File: config.mk
export PLATFORM = sky130hd
export DESIGN_NAME = countdown_timer
export DESIGN_NICKNAME = d
export VERILOG_FILES = /design/src/rtl/cdt_pkg.sv /design/src/rtl/cdt_regs.sv /design/src/rtl/cdt_prescale.sv /design/src/rtl/cdt_counter.sv /design/src/rtl/cdt_irq.sv /design/src/rtl/countdown_timer.sv
export SDC_FILE = /design/constraint.sdc
export NUM_CORES = 1
export LEC_CHECK = 0
export ABC_AREA = 1
export BUFFER_PORTS_ARGS = -buffer_cell sky130_fd_sc_hd__buf_4
export CORE_ASPECT_RATIO = 1.1
export CORE_MARGIN = 10
export CORE_UTILIZATION = 54
export DETAILED_ROUTE_END_ITERATION = 8
export PLACE_DENSITY_LB_ADDON = 0.1
export SYNTH_ARGS = -nofsm -noshare
export SYNTH_HDL_FRONTEND = slang
export SYNTH_HIERARCHICAL = 1
export SYNTH_SLANG_ARGS = --single-unit
File: constraint.sdc
create_clock -name clk -period 2.1 [get_ports clk]
set_input_delay 0.525 -clock clk [delete_from_list [all_inputs] [get_ports clk]]
set_output_delay 0.525 -clock clk [all_outputs]
set_load 0.01 [all_outputs]
File: src/rtl/cdt_pkg.sv
// Package: shared types for the countdown timer.
// Assumes: register index taken from byte-address bits [4:2].
package cdt_pkg;

    typedef enum logic [2:0] {
        IDX_LOAD   = 3'd0,
        IDX_VALUE  = 3'd1,
        IDX_CTRL   = 3'd2,
        IDX_ICLR   = 3'd3,
        IDX_RAW    = 3'd4,
        IDX_MASKED = 3'd5,
        IDX_BGLOAD = 3'd6,
        IDX_NONE   = 3'd7
    } reg_idx_t;

    // Control byte, bit 7 first.
    typedef struct packed {
        logic       run;
        logic       periodic;
        logic       irq_en;
        logic       spare;
        logic [1:0] prescale;
        logic       wide;
        logic       oneshot;
    } ctrl_t;

    localparam logic [7:0] CTRL_RESET = 8'h20;

endpackage

File: src/rtl/cdt_regs.sv
// Module: cdt_regs
// Register file and read mux of the countdown timer. Produces one-cycle
// write strobes for the counter and interrupt logic.
// Assumes: ADDR_W >= 5; read data is purely combinational from the address.
module cdt_regs
    import cdt_pkg::*;
#(
    parameter int DATA_W = 32,
    parameter int ADDR_W = 5
) (
    input  logic              clk,
    input  logic              rst_n,
    input  logic              bus_en,
    input  logic              bus_we,
    input  logic [ADDR_W-1:0] bus_addr,
    input  logic [DATA_W-1:0] bus_wdata,
    input  logic [DATA_W-1:0] count_val,
    input  logic              raw_flag,
    output logic [DATA_W-1:0] bus_rdata,
    output ctrl_t             ctrl,
    output logic [DATA_W-1:0] reload_val,
    output logic              load_wr,
    output logic              ctrl_wr,
    output logic              clr_wr
);

    localparam int IDX_LSB = 2;
    localparam int CTRL_W  = $bits(ctrl_t);

    reg_idx_t idx;
    logic     wr_any;
    logic     bg_wr;
    logic     unused_addr;

    assign idx         = reg_idx_t'(bus_addr[IDX_LSB+2:IDX_LSB]);
    assign unused_addr = ^{bus_addr[IDX_LSB-1:0], bus_addr[ADDR_W-1:IDX_LSB]};
    assign wr_any      = bus_en && bus_we;
    assign load_wr     = wr_any && (idx == IDX_LOAD);
    assign bg_wr       = wr_any && (idx == IDX_BGLOAD);
    assign ctrl_wr     = wr_any && (idx == IDX_CTRL);
    assign clr_wr      = wr_any && (idx == IDX_ICLR);

    // Control and reload storage.
    always_ff @(posedge clk) begin
        if (!rst_n) begin
            ctrl       <= ctrl_t'(CTRL_RESET);
            reload_val <= '0;
        end else begin
            if (ctrl_wr)
                ctrl <= ctrl_t'(bus_wdata[CTRL_W-1:0]);
            if (load_wr || bg_wr)
                reload_val <= bus_wdata;
        end
    end

    // Read data selection.
    always_comb begin
        bus_rdata = '0;
        unique case (idx)
            IDX_LOAD, IDX_BGLOAD: bus_rdata = reload_val;
            IDX_VALUE:            bus_rdata = count_val;
            IDX_CTRL:             bus_rdata = {{(DATA_W-CTRL_W){1'b0}}, ctrl};
            IDX_RAW:              bus_rdata = {{(DATA_W-1){1'b0}}, raw_flag};
            IDX_MASKED:           bus_rdata = {{(DATA_W-1){1'b0}}, raw_flag && ctrl.irq_en};
            default:              bus_rdata = '0;
        endcase
    end

    a_r3_ctrl_write: assert property (@(posedge clk) disable iff (!rst_n)
        ctrl_wr |=> (ctrl == ctrl_t'($past(bus_wdata[CTRL_W-1:0]))));

    a_r2_ctrl_stable: assert property (@(posedge clk) disable iff (!rst_n)
        !ctrl_wr |=> $stable(ctrl));

endmodule

File: src/rtl/cdt_prescale.sv
// Module: cdt_prescale
// Divides the tick-enable input by 1, 2**SHIFT_A or 2**SHIFT_B.
// Assumes: restart has priority and clears the phase; code 11 divides by 1.
module cdt_prescale #(
    parameter int SHIFT_A = 4,
    parameter int SHIFT_B = 8
) (
    input  logic       clk,
    input  logic       rst_n,
    input  logic       run,
    input  logic       tick_en,
    input  logic       restart,
    input  logic [1:0] sel,
    output logic       pulse
);

    localparam int PW = SHIFT_B;
    localparam logic [PW-1:0] LIM_A = PW'((1 << SHIFT_A) - 1);
    localparam logic [PW-1:0] LIM_B = '1;

    logic [PW-1:0] phase;
    logic [PW-1:0] limit;
    logic          adv;

    // Terminal phase for the selected ratio.
    always_comb begin
        unique case (sel)
            2'b01:   limit = LIM_A;
            2'b10:   limit = LIM_B;
            default: limit = '0;
        endcase
    end

    assign adv   = run && tick_en;
    assign pulse = adv && (phase == limit);

    // Phase counter.
    always_ff @(posedge clk) begin
        if (!rst_n || restart)
            phase <= '0;
        else if (adv)
            phase <= (phase == limit) ? '0 : phase + 1'b1;
    end

    a_r6_restart: assert property (@(posedge clk) disable iff (!rst_n)
        restart |=> (phase == '0));

    a_r6_idle_hold: assert property (@(posedge clk) disable iff (!rst_n)
        (!adv && !restart) |=> $stable(phase));

endmodule

File: src/rtl/cdt_counter.sv
// Module: cdt_counter
// Down-counter with immediate load, width truncation and the three
// expiry behaviours (periodic reload, full-scale wrap, one-shot stop).
// Assumes: load and control writes never coincide (distinct addresses).
module cdt_counter #(
    parameter int DATA_W = 32,
    parameter int HALF_W = 16
) (
    input  logic              clk,
    input  logic              rst_n,
    input  logic              step,
    input  logic              load_wr,
    input  logic              ctrl_wr,
    input  logic [DATA_W-1:0] wdata,
    input  logic              wr_wide,
    input  logic              wide,
    input  logic              periodic,
    input  logic              oneshot,
    input  logic [DATA_W-1:0] reload_val,
    output logic [DATA_W-1:0] count,
    output logic              expire
);

    localparam logic [DATA_W-1:0] MASK_FULL = '1;
    localparam logic [DATA_W-1:0] MASK_HALF = {{(DATA_W-HALF_W){1'b0}}, {HALF_W{1'b1}}};

    logic [DATA_W-1:0] mask_now;
    logic [DATA_W-1:0] mask_new;
    logic              done;

    assign mask_now = wide    ? MASK_FULL : MASK_HALF;
    assign mask_new = wr_wide ? MASK_FULL : MASK_HALF;
    assign expire   = step && !done && (count == '0);

    // Count update: writes first, then expiry, then plain decrement.
    always_ff @(posedge clk) begin
        if (!rst_n) begin
            count <= '0;
            done  <= 1'b0;
        end else if (load_wr) begin
            count <= wdata & mask_now;
            done  <= 1'b0;
        end else if (ctrl_wr) begin
            count <= count & mask_new;
            done  <= 1'b0;
        end else if (expire) begin
            if (oneshot)
                done <= 1'b1;
            else if (periodic)
                count <= reload_val & mask_now;
            else
                count <= mask_now;
        end else if (step && !done) begin
            count <= count - 1'b1;
        end
    end

    a_r5_hold: assert property (@(posedge clk) disable iff (!rst_n)
        (!step && !load_wr && !ctrl_wr) |=> $stable(count));

    a_r10_upper_zero: assert property (@(posedge clk) disable iff (!rst_n)
        !wide |-> (count[DATA_W-1:HALF_W] == '0));

    a_r9_parked: assert property (@(posedge clk) disable iff (!rst_n)
        (done && !load_wr && !ctrl_wr) |=> (count == '0 && !expire));

    a_r8_wrap_full: assert property (@(posedge clk) disable iff (!rst_n)
        (expire && !load_wr && !ctrl_wr && !oneshot && !periodic && wide) |=> (count == MASK_FULL));

endmodule

File: src/rtl/cdt_irq.sv
// Module: cdt_irq
// Raw interrupt flag with set-over-clear priority and masked level output.
// Assumes: expire and clear are single-cycle strobes.
module cdt_irq (
    input  logic clk,
    input  logic rst_n,
    input  logic expire,
    input  logic clr_wr,
    input  logic irq_en,
    output logic raw,
    output logic irq
);

    // Raw flag: expiry wins over clear.
    always_ff @(posedge clk) begin
        if (!rst_n)
            raw <= 1'b0;
        else if (expire)
            raw <= 1'b1;
        else if (clr_wr)
            raw <= 1'b0;
    end

    assign irq = raw && irq_en;

    a_r11_set: assert property (@(posedge clk) disable iff (!rst_n)
        expire |=> raw);

    a_r11_clear: assert property (@(posedge clk) disable iff (!rst_n)
        (clr_wr && !expire) |=> !raw);

    a_r11_keep: assert property (@(posedge clk) disable iff (!rst_n)
        (raw && !clr_wr) |=> raw);

endmodule

File: src/rtl/countdown_timer.sv
// Module: countdown_timer
// Top of the countdown timer: register file, prescaler, counter, interrupt.
// Assumes: single clock, synchronous active-low reset, word registers.
module countdown_timer
    import cdt_pkg::*;
#(
    parameter int DATA_W  = 32,
    parameter int HALF_W  = 16,
    parameter int ADDR_W  = 5,
    parameter int SHIFT_A = 4,
    parameter int SHIFT_B = 8
) (
    input  logic              clk,
    input  logic              rst_n,
    input  logic              tick_en,
    input  logic              bus_en,
    input  logic              bus_we,
    input  logic [ADDR_W-1:0] bus_addr,
    input  logic [DATA_W-1:0] bus_wdata,
    output logic [DATA_W-1:0] bus_rdata,
    output logic              irq
);

    ctrl_t             ctrl;
    logic [DATA_W-1:0] reload_val;
    logic [DATA_W-1:0] count;
    logic              load_wr;
    logic              ctrl_wr;
    logic              clr_wr;
    logic              step;
    logic              expire;
    logic              raw;
    ctrl_t             wr_ctrl;

    assign wr_ctrl = ctrl_t'(bus_wdata[$bits(ctrl_t)-1:0]);

    cdt_regs #(.DATA_W(DATA_W), .ADDR_W(ADDR_W)) u_regs (
        .clk        (clk),
        .rst_n      (rst_n),
        .bus_en     (bus_en),
        .bus_we     (bus_we),
        .bus_addr   (bus_addr),
        .bus_wdata  (bus_wdata),
        .count_val  (count),
        .raw_flag   (raw),
        .bus_rdata  (bus_rdata),
        .ctrl       (ctrl),
        .reload_val (reload_val),
        .load_wr    (load_wr),
        .ctrl_wr    (ctrl_wr),
        .clr_wr     (clr_wr)
    );

    cdt_prescale #(.SHIFT_A(SHIFT_A), .SHIFT_B(SHIFT_B)) u_pre (
        .clk     (clk),
        .rst_n   (rst_n),
        .run     (ctrl.run),
        .tick_en (tick_en),
        .restart (ctrl_wr),
        .sel     (ctrl.prescale),
        .pulse   (step)
    );

    cdt_counter #(.DATA_W(DATA_W), .HALF_W(HALF_W)) u_cnt (
        .clk        (clk),
        .rst_n      (rst_n),
        .step       (step),
        .load_wr    (load_wr),
        .ctrl_wr    (ctrl_wr),
        .wdata      (bus_wdata),
        .wr_wide    (wr_ctrl.wide),
        .wide       (ctrl.wide),
        .periodic   (ctrl.periodic),
        .oneshot    (ctrl.oneshot),
        .reload_val (reload_val),
        .count      (count),
        .expire     (expire)
    );

    cdt_irq u_irq (
        .clk    (clk),
        .rst_n  (rst_n),
        .expire (expire),
        .clr_wr (clr_wr),
        .irq_en (ctrl.irq_en),
        .raw    (raw),
        .irq    (irq)
    );

    a_r12_irq_needs_raw: assert property (@(posedge clk) disable iff (!rst_n)
        irq |-> (raw && ctrl.irq_en));

endmodule

==> reports/qor.yml, run 1 <==
vias: 7280
pre_cts_ws_ns: -0.204
regArea_sq_mm: 0.00165
grt_max_degree: 65
ioPinCount: 75
synth.most_common_cell: "nand2_1"
grt.total_usage_pct: 23.0
synth_edf_count: 0
synthesis.area_sq_mm: 0.00619
root_buffer: "clkbuf_16"
dp_cells: 1322
ant_nets: 0
final_layout_size_suffix_gt1_share_pct: 21.0
async_flop_share_pct: 0
drtIter0Drc: 688
post-route-period-util_pct: 104
powerDensity_mw_per_mm2: 601
ys_seq_area_share_pct: 26.5
dieWidth_um: 122
fp-row-count: 40
cp-start-kind: "flop"
synth-main-ff-cell: "dfxtp_1"
wl_met2_mm: 9.91
cp.required_ns: 2.34
synth_fp_nets: 1146
wl_met3_mm: 1.44
end_kind: "flop"
nNetsFinal: 1242
fmax_mhz: 458
antenna_found_initial: 0
drt_first_pass_iters: 5
setup_viol: 21
worstSkewPairLatency_ns: 0.34
die_area_sq_mm: 0.0162
initial_core_util_pct: 56.0
irDropWorstVdd_mv: 0.424
route.detailed.drc: 0
cp_slowest_cell: "dfxtp_2"
grt_pass1_wl_mm: 31.2
wl_met1_mm: 8.54
viasPerCell: 5.40
area_growth_pct: 26.0
max_stage_delay_ns: 0.33
arrival_ns: 2.42
postSynthAreaPerCell_sq_um: 5.62
cts.clk_slew.worst_paths_ns: 0.06
p_leak_nw: 4.04
ctsHtreeMaxLevel: 3
synth_top_area_share_pct: 26.5
synthTopCellsByArea: "dfxtp_1, nand2_1, nor2_1"
grt_overflow: 0
post_drt_wl_per_cell_um: 15.2
gp_congestion: 0.994
whs_path_depth: 3
rsz0062_at_grt: "true"
drv_slew: 0
core_sq_mm: 0.0111
clock_path_buffers: 2
clock_sinks: 82
finClkSkew_ns: 0.00413
fin_crit_ns: 2.18
wl_mm: 20.4
grt_pass1_vias: 6640
max_slew_margin_pct: 58.7
synth_area_leader_cell: "dfxtp_1"
synth_seq_cells: 82
synth_common_cells: "nand2_1, nor2_1, inv_1"
multiInputGateArea_sq_mm: 0.00400
finalWorstSetupSlack_ns: -0.0837
crit_top_cell: "nand2_1"
final_cells: 1347
top_layer: "met4"
ys_types: 38
cp_max_fo: 9
place_hpwl_mm: 13.8
fill_cells: 1047
hold_viol_final: 0
synth_warnings: 6
status: "complete, but fails checks"
tightest_slew_ns: 0.619
reg2reg_depth: 16
port-buffer-count: 72
synthesis.instances: 1101
drv_cap: 0
violations: "setup timing"
path_cells: "inv_2 > ha_4 > nor2_4 > nand3_1 > nand2_2 > and3_4 > nand2_4 > nor2_2 > nand4_1 > nor2_4 > buf_4 > nor2_1 > nand2_1 > nand2_1 > nand2_1 > a21oi_2"
die_h_um: 132
hold_class: "input port to flop"
critPathKind: "flop to flop"
antenna_cells: 0
cts_made_buffers: 9
cts_tree: "built"
-- critical path, delay by kind of cell, from the launching register on --
family	cells	cell delay, ns
adders and majority gates	1	0.16
and+or+nand+nor	12	1.27
buffers and inverters	2	0.25
DFF	1	0.33
AOI/OAI and AO/OA	1	0.05
-- cells in the final DEF (no fill, tap or decap), types with 10 or more instances in the layout --
master | netlist | layout
a21oi_1 | 45 | 45
a21oi_2 | 10 | 10
buf_4 | 4 | 107
buf_6 | 2 | 14
clkbuf_16 | 0 | 13
dfxtp_1 | 82 | 79
inv_1 | 113 | 109
nand2_1 | 403 | 388
nand2_2 | 9 | 21
nand3_1 | 102 | 94
nand4_1 | 14 | 14
nor2_1 | 170 | 163
nor2_2 | 19 | 23
nor2_4 | 7 | 10
o21ai_0 | 32 | 30
-- where the power goes --
group | internal [mW] | total [mW] | leakage [nW] | switching [mW]
Combinational | 0.537 | 1.45 | 3.23 | 0.914
Sequential | 1.62 | 1.68 | 0.667 | 0.0690
Clock | 0.903 | 1.55 | 0.138 | 0.647
Total | 3.06 | 4.69 | 4.04 | 1.63
-- worst paths after layout --
kind	from	end	slack, ns
worst max-delay path	u_regs/ctrl[2]	u_cnt/count[23]	-0.08
worst min-delay path	bus_wdata[5]	u_regs/ctrl[5]	0.44
worst max register to register	u_regs/ctrl[2]	u_cnt/count[23]	-0.08
worst min register to register	u_regs/ctrl[4]	u_regs/ctrl[4]	0.49
-- layout make-up --
| cell class | instances | area share [%] |
|---|---|---|
| repair buffers | 135 | 16.1 |
| clock inverters | 4 | 0.578 |
| well taps | 147 | 2.36 |
| multi-input cells | 851 | 51.2 |
| flip-flops and latches | 82 | 21.1 |
| inverters | 118 | 5.68 |
| clock buffers | 10 | 2.94 |
-- through the flow --
stage	power (mW)	utilization [%]	hold slack [ns]	area, sq um	TNS (ns)
final	4.69	70.5	0.437	7800	-1.05
after global routing	4.95	70.5	0.428	7800	-5.63
after CTS	4.61	67.7	0.426	7490	0
after detailed placement	3.06	64.8	0.449	7170	-3.88
after global placement	3.05	64.8	0.443	7170	-3.09
after floorplan	2.66	-	0.432	6190	0
-- cells by family (layout without fill, tap and decap cells) --
kind of cell	Yosys count	after routing	synth area share, %
flops	82	82	26.5
fa+ha+maj	3	3	0.606
buf+inv	168	267	11.3
compound gates	95	95	8.63
mux	1	1	0.162
simple gates	744	744	51.6
xor+xnor	8	8	1.13
-- registers in the layout, indices dropped and copies added (netlist names) --
signal and cells:
u_cnt/done 1, u_pre/phase 8, u_cnt/count 32, u_irq/raw 1, u_regs/ctrl 8, u_regs/reload_val 32
-- routing by layer --
| layer | global-route usage [%] | vias to the layer above |
|---|---|---|
| met4 | 8.91 | 0 |
| met2 | 37.8 | 262 |
| met1 | 28.6 | 3373 |
| met3 | 4.28 | 41 |
| met5 | 0 | - |
| li1 | - | 3604 |
-- timing repair --
action,4_1_cts,5_1_grt
cloned,0,5
setup endpoints to repair,37,66
gates resized for setup,13,47
setup buffers,0,6
hold endpoints to repair,0,0
hold buffers,0,0
pin swaps,9,30
No activity file was read; power rests on OpenSTA's default activity.
==> inputs of run 2 (changes only) <==
--- a/config.mk
+++ b/config.mk
@@ -11,7 +11,7 @@
 export CORE_MARGIN = 10
 export CORE_UTILIZATION = 54
 export DETAILED_ROUTE_END_ITERATION = 8
-export PLACE_DENSITY_LB_ADDON = 0.1
+export PLACE_DENSITY = 0.78
 export SYNTH_ARGS = -nofsm -noshare
 export SYNTH_HDL_FRONTEND = slang
 export SYNTH_HIERARCHICAL = 1
==> reports/qor.yml, run 2 (synthesis gave the netlist of run 1 again) <==
top_regs: "u_cnt/count x32, u_regs/reload_val x32"
cts.clk_slew.worst_paths_ns: 0.06  # about the same
combPwrFrac_pct: 30.4  # -0.6 points
irDropWorstVdd_mv: 0.353  # -17%
final_cells: 1354  # +0.52%
status: "complete, but fails checks"
wl_mm: 21.1  # +3.3%
dp_cells: 1322  # unchanged
seqPwrFrac_pct: 33.7  # -2.3 points
cp-start-kind: "flop"
violations: "setup timing"
viasPerCell: 5.45  # +0.93%
antenna_found_initial: 0  # unchanged
critPathKind: "flop to flop"
worstSkewPairLatency_ns: 0.34  # about the same
wl_met2_mm: 9.99  # +0.86%
route.detailed.drc: 0  # unchanged
ant_nets: 0  # unchanged
p_total_mw: 5.00  # +6.7%
internal_power_mw: 3.33  # +9.0%
finClkSkew_ns: 0.00543  # +0.00131 ns
grt_overflow: 0  # unchanged
vias: 7386  # +1.5%
cp.required_ns: 2.34  # about the same
fin_crit_ns: 2.20  # +0.0168 ns
hold_buffers: 0  # unchanged
p_sw_mw: 1.67  # +2.3%
ctsHtreeMaxLevel: 3  # unchanged
wl_met1_mm: 8.46  # -0.96%
p_sw_share_pct: 33.4  # -1.4 points
port-buffer-count: 72  # unchanged
cp_max_fo: 5  # -4
drv_cap: 0  # unchanged
grt_max_degree: 51  # -22%
fmax_mhz: 454  # -0.76%
root_buffer: "clkbuf_16"
clock_path_buffers: 2  # unchanged
clock_power_share_pct: 35.9  # +2.8 points
gp_congestion: 1.01  # +1.7%
ioPinCount: 75  # unchanged
post_drt_wl_per_cell_um: 15.6  # +2.7%
initial_core_util_pct: 56.0  # unchanged
cts_made_buffers: 9  # unchanged
grt_pass1_vias: 6696  # +0.84%
place_hpwl_mm: 13.8  # +0.17%
wl_met3_mm: 1.84  # +28%
fin_tns_setup_ns: -1.67  # -0.620 ns
hold_viol_final: 0  # unchanged
top_layer: "met4"
tightest_slew_ns: 0.696  # +0.0770 ns
die_area_sq_mm: 0.0162  # unchanged
setup_viol: 33  # +57%
fp-row-count: 40  # unchanged
drv_slew: 0  # unchanged
max_slew_margin_pct: 53.5  # -5.1 points
end_kind: "flop"
post-route-period-util_pct: 105  # +0.80 points
powerDensity_mw_per_mm2: 623  # +3.6%
final_layout_size_suffix_gt1_share_pct: 21.9  # +0.87 points
rsz0062_at_grt: "true"
arrival_ns: 2.44  # +0.02 ns
grt_pass1_wl_mm: 31.9  # +2.1%
dieWidth_um: 122  # unchanged
whs_ns: 0.427  # -0.0103 ns
nNetsFinal: 1249  # +0.56%
clock_sinks: 82  # unchanged
antenna_cells: 0  # unchanged
drt_first_pass_iters: 8  # +3
hold_class: "input port to flop"
mostFrequentLayoutCell: "nand2_1"
drtIter0Drc: 896  # +30%
die_h_um: 132  # unchanged
layout_common_cells: "nand2_1, nor2_1, inv_1"
grt.total_usage_pct: 23.5  # +0.51 points
area_growth_pct: 29.6
p_leak_nw: 4.13  # +2.3%
finalWorstSetupSlack_ns: -0.100  # -0.0168 ns
core_sq_mm: 0.0111  # unchanged
cts_tree: "built"
-- run 2: routing by layer --
layer | track usage (%) | up-vias
met5 | 0 | -
met4 | 9.90 | 0
met3 | 2.78 | 67
met2 | 38.6 | 369
met1 | 29.9 | 3337
li1 | - | 3613
-- run 2: final cells by class --
type	instances	area, sq um
Multi-Input combinational cell	851	4040
Fill cell	942	3040
Sequential cell	82	1640
Timing Repair Buffer	142	1390
Inverter	118	448
Clock buffer	11	233
Tap cell	147	184
Clock inverter	3	90.1
-- run 2: worst max-delay path, cell delays in order, from the launching register on --
cell and delay (ns):
dfxtp_2 0.33, inv_2 0.04, ha_4 0.21, nor2_2 0.09, nand2_1 0.06, nand2_2 0.08
and3_4 0.19, nand2_4 0.06, nor2_2 0.10, nand4_1 0.16, nor2_4 0.25, buf_6 0.16
nand3_2 0.06, nand3_2 0.09, nand2_2 0.06, nor2_2 0.10, nor2_1 0.05
-- run 2: final timing paths --
| check | start | endpoint | slack, ns | cells past startpoint |
|---|---|---|---|---|
| min reg2reg | u_regs/ctrl[4] | u_regs/ctrl[4] | 0.49 | 2 |
| max | u_regs/ctrl[2] | u_cnt/count[3] | -0.10 | 16 |
| min | bus_wdata[5] | u_regs/ctrl[5] | 0.43 | 3 |
| max reg2reg | u_regs/ctrl[2] | u_cnt/count[3] | -0.10 | 16 |
-- run 2: power groups by stage --
stage	clock [mW]	sequential, mW	combinational [mW]
3_3_place_gp	0	1.72	1.33
6_report	1.79	1.69	1.52
4_1_cts	1.80	1.68	1.39
3_5_place_dp	0	1.72	1.34
2_1_floorplan	0	1.70	0.961
5_1_grt	1.86	1.69	1.68
-- run 2: metrics by stage --
step	utilization [%]	worst slack, ns	area (sq um)
after global routing	72.5	-0.204	8020
final	72.5	-0.100	8020
after global placement	64.5	-0.225	7130
after detailed placement	64.5	-0.247	7130
after floorplan	-	0.000311	6190
after CTS	69.2	0.00205	7650
-- run 2: repair_timing --
item / 4_1_cts / 5_1_grt
gates resized for setup: 18 / 70
pin swaps: 10 / 29
setup buffers: 5 / 4
endpoints found under the setup margin: 34 / 45
gates cloned: 3 / 7
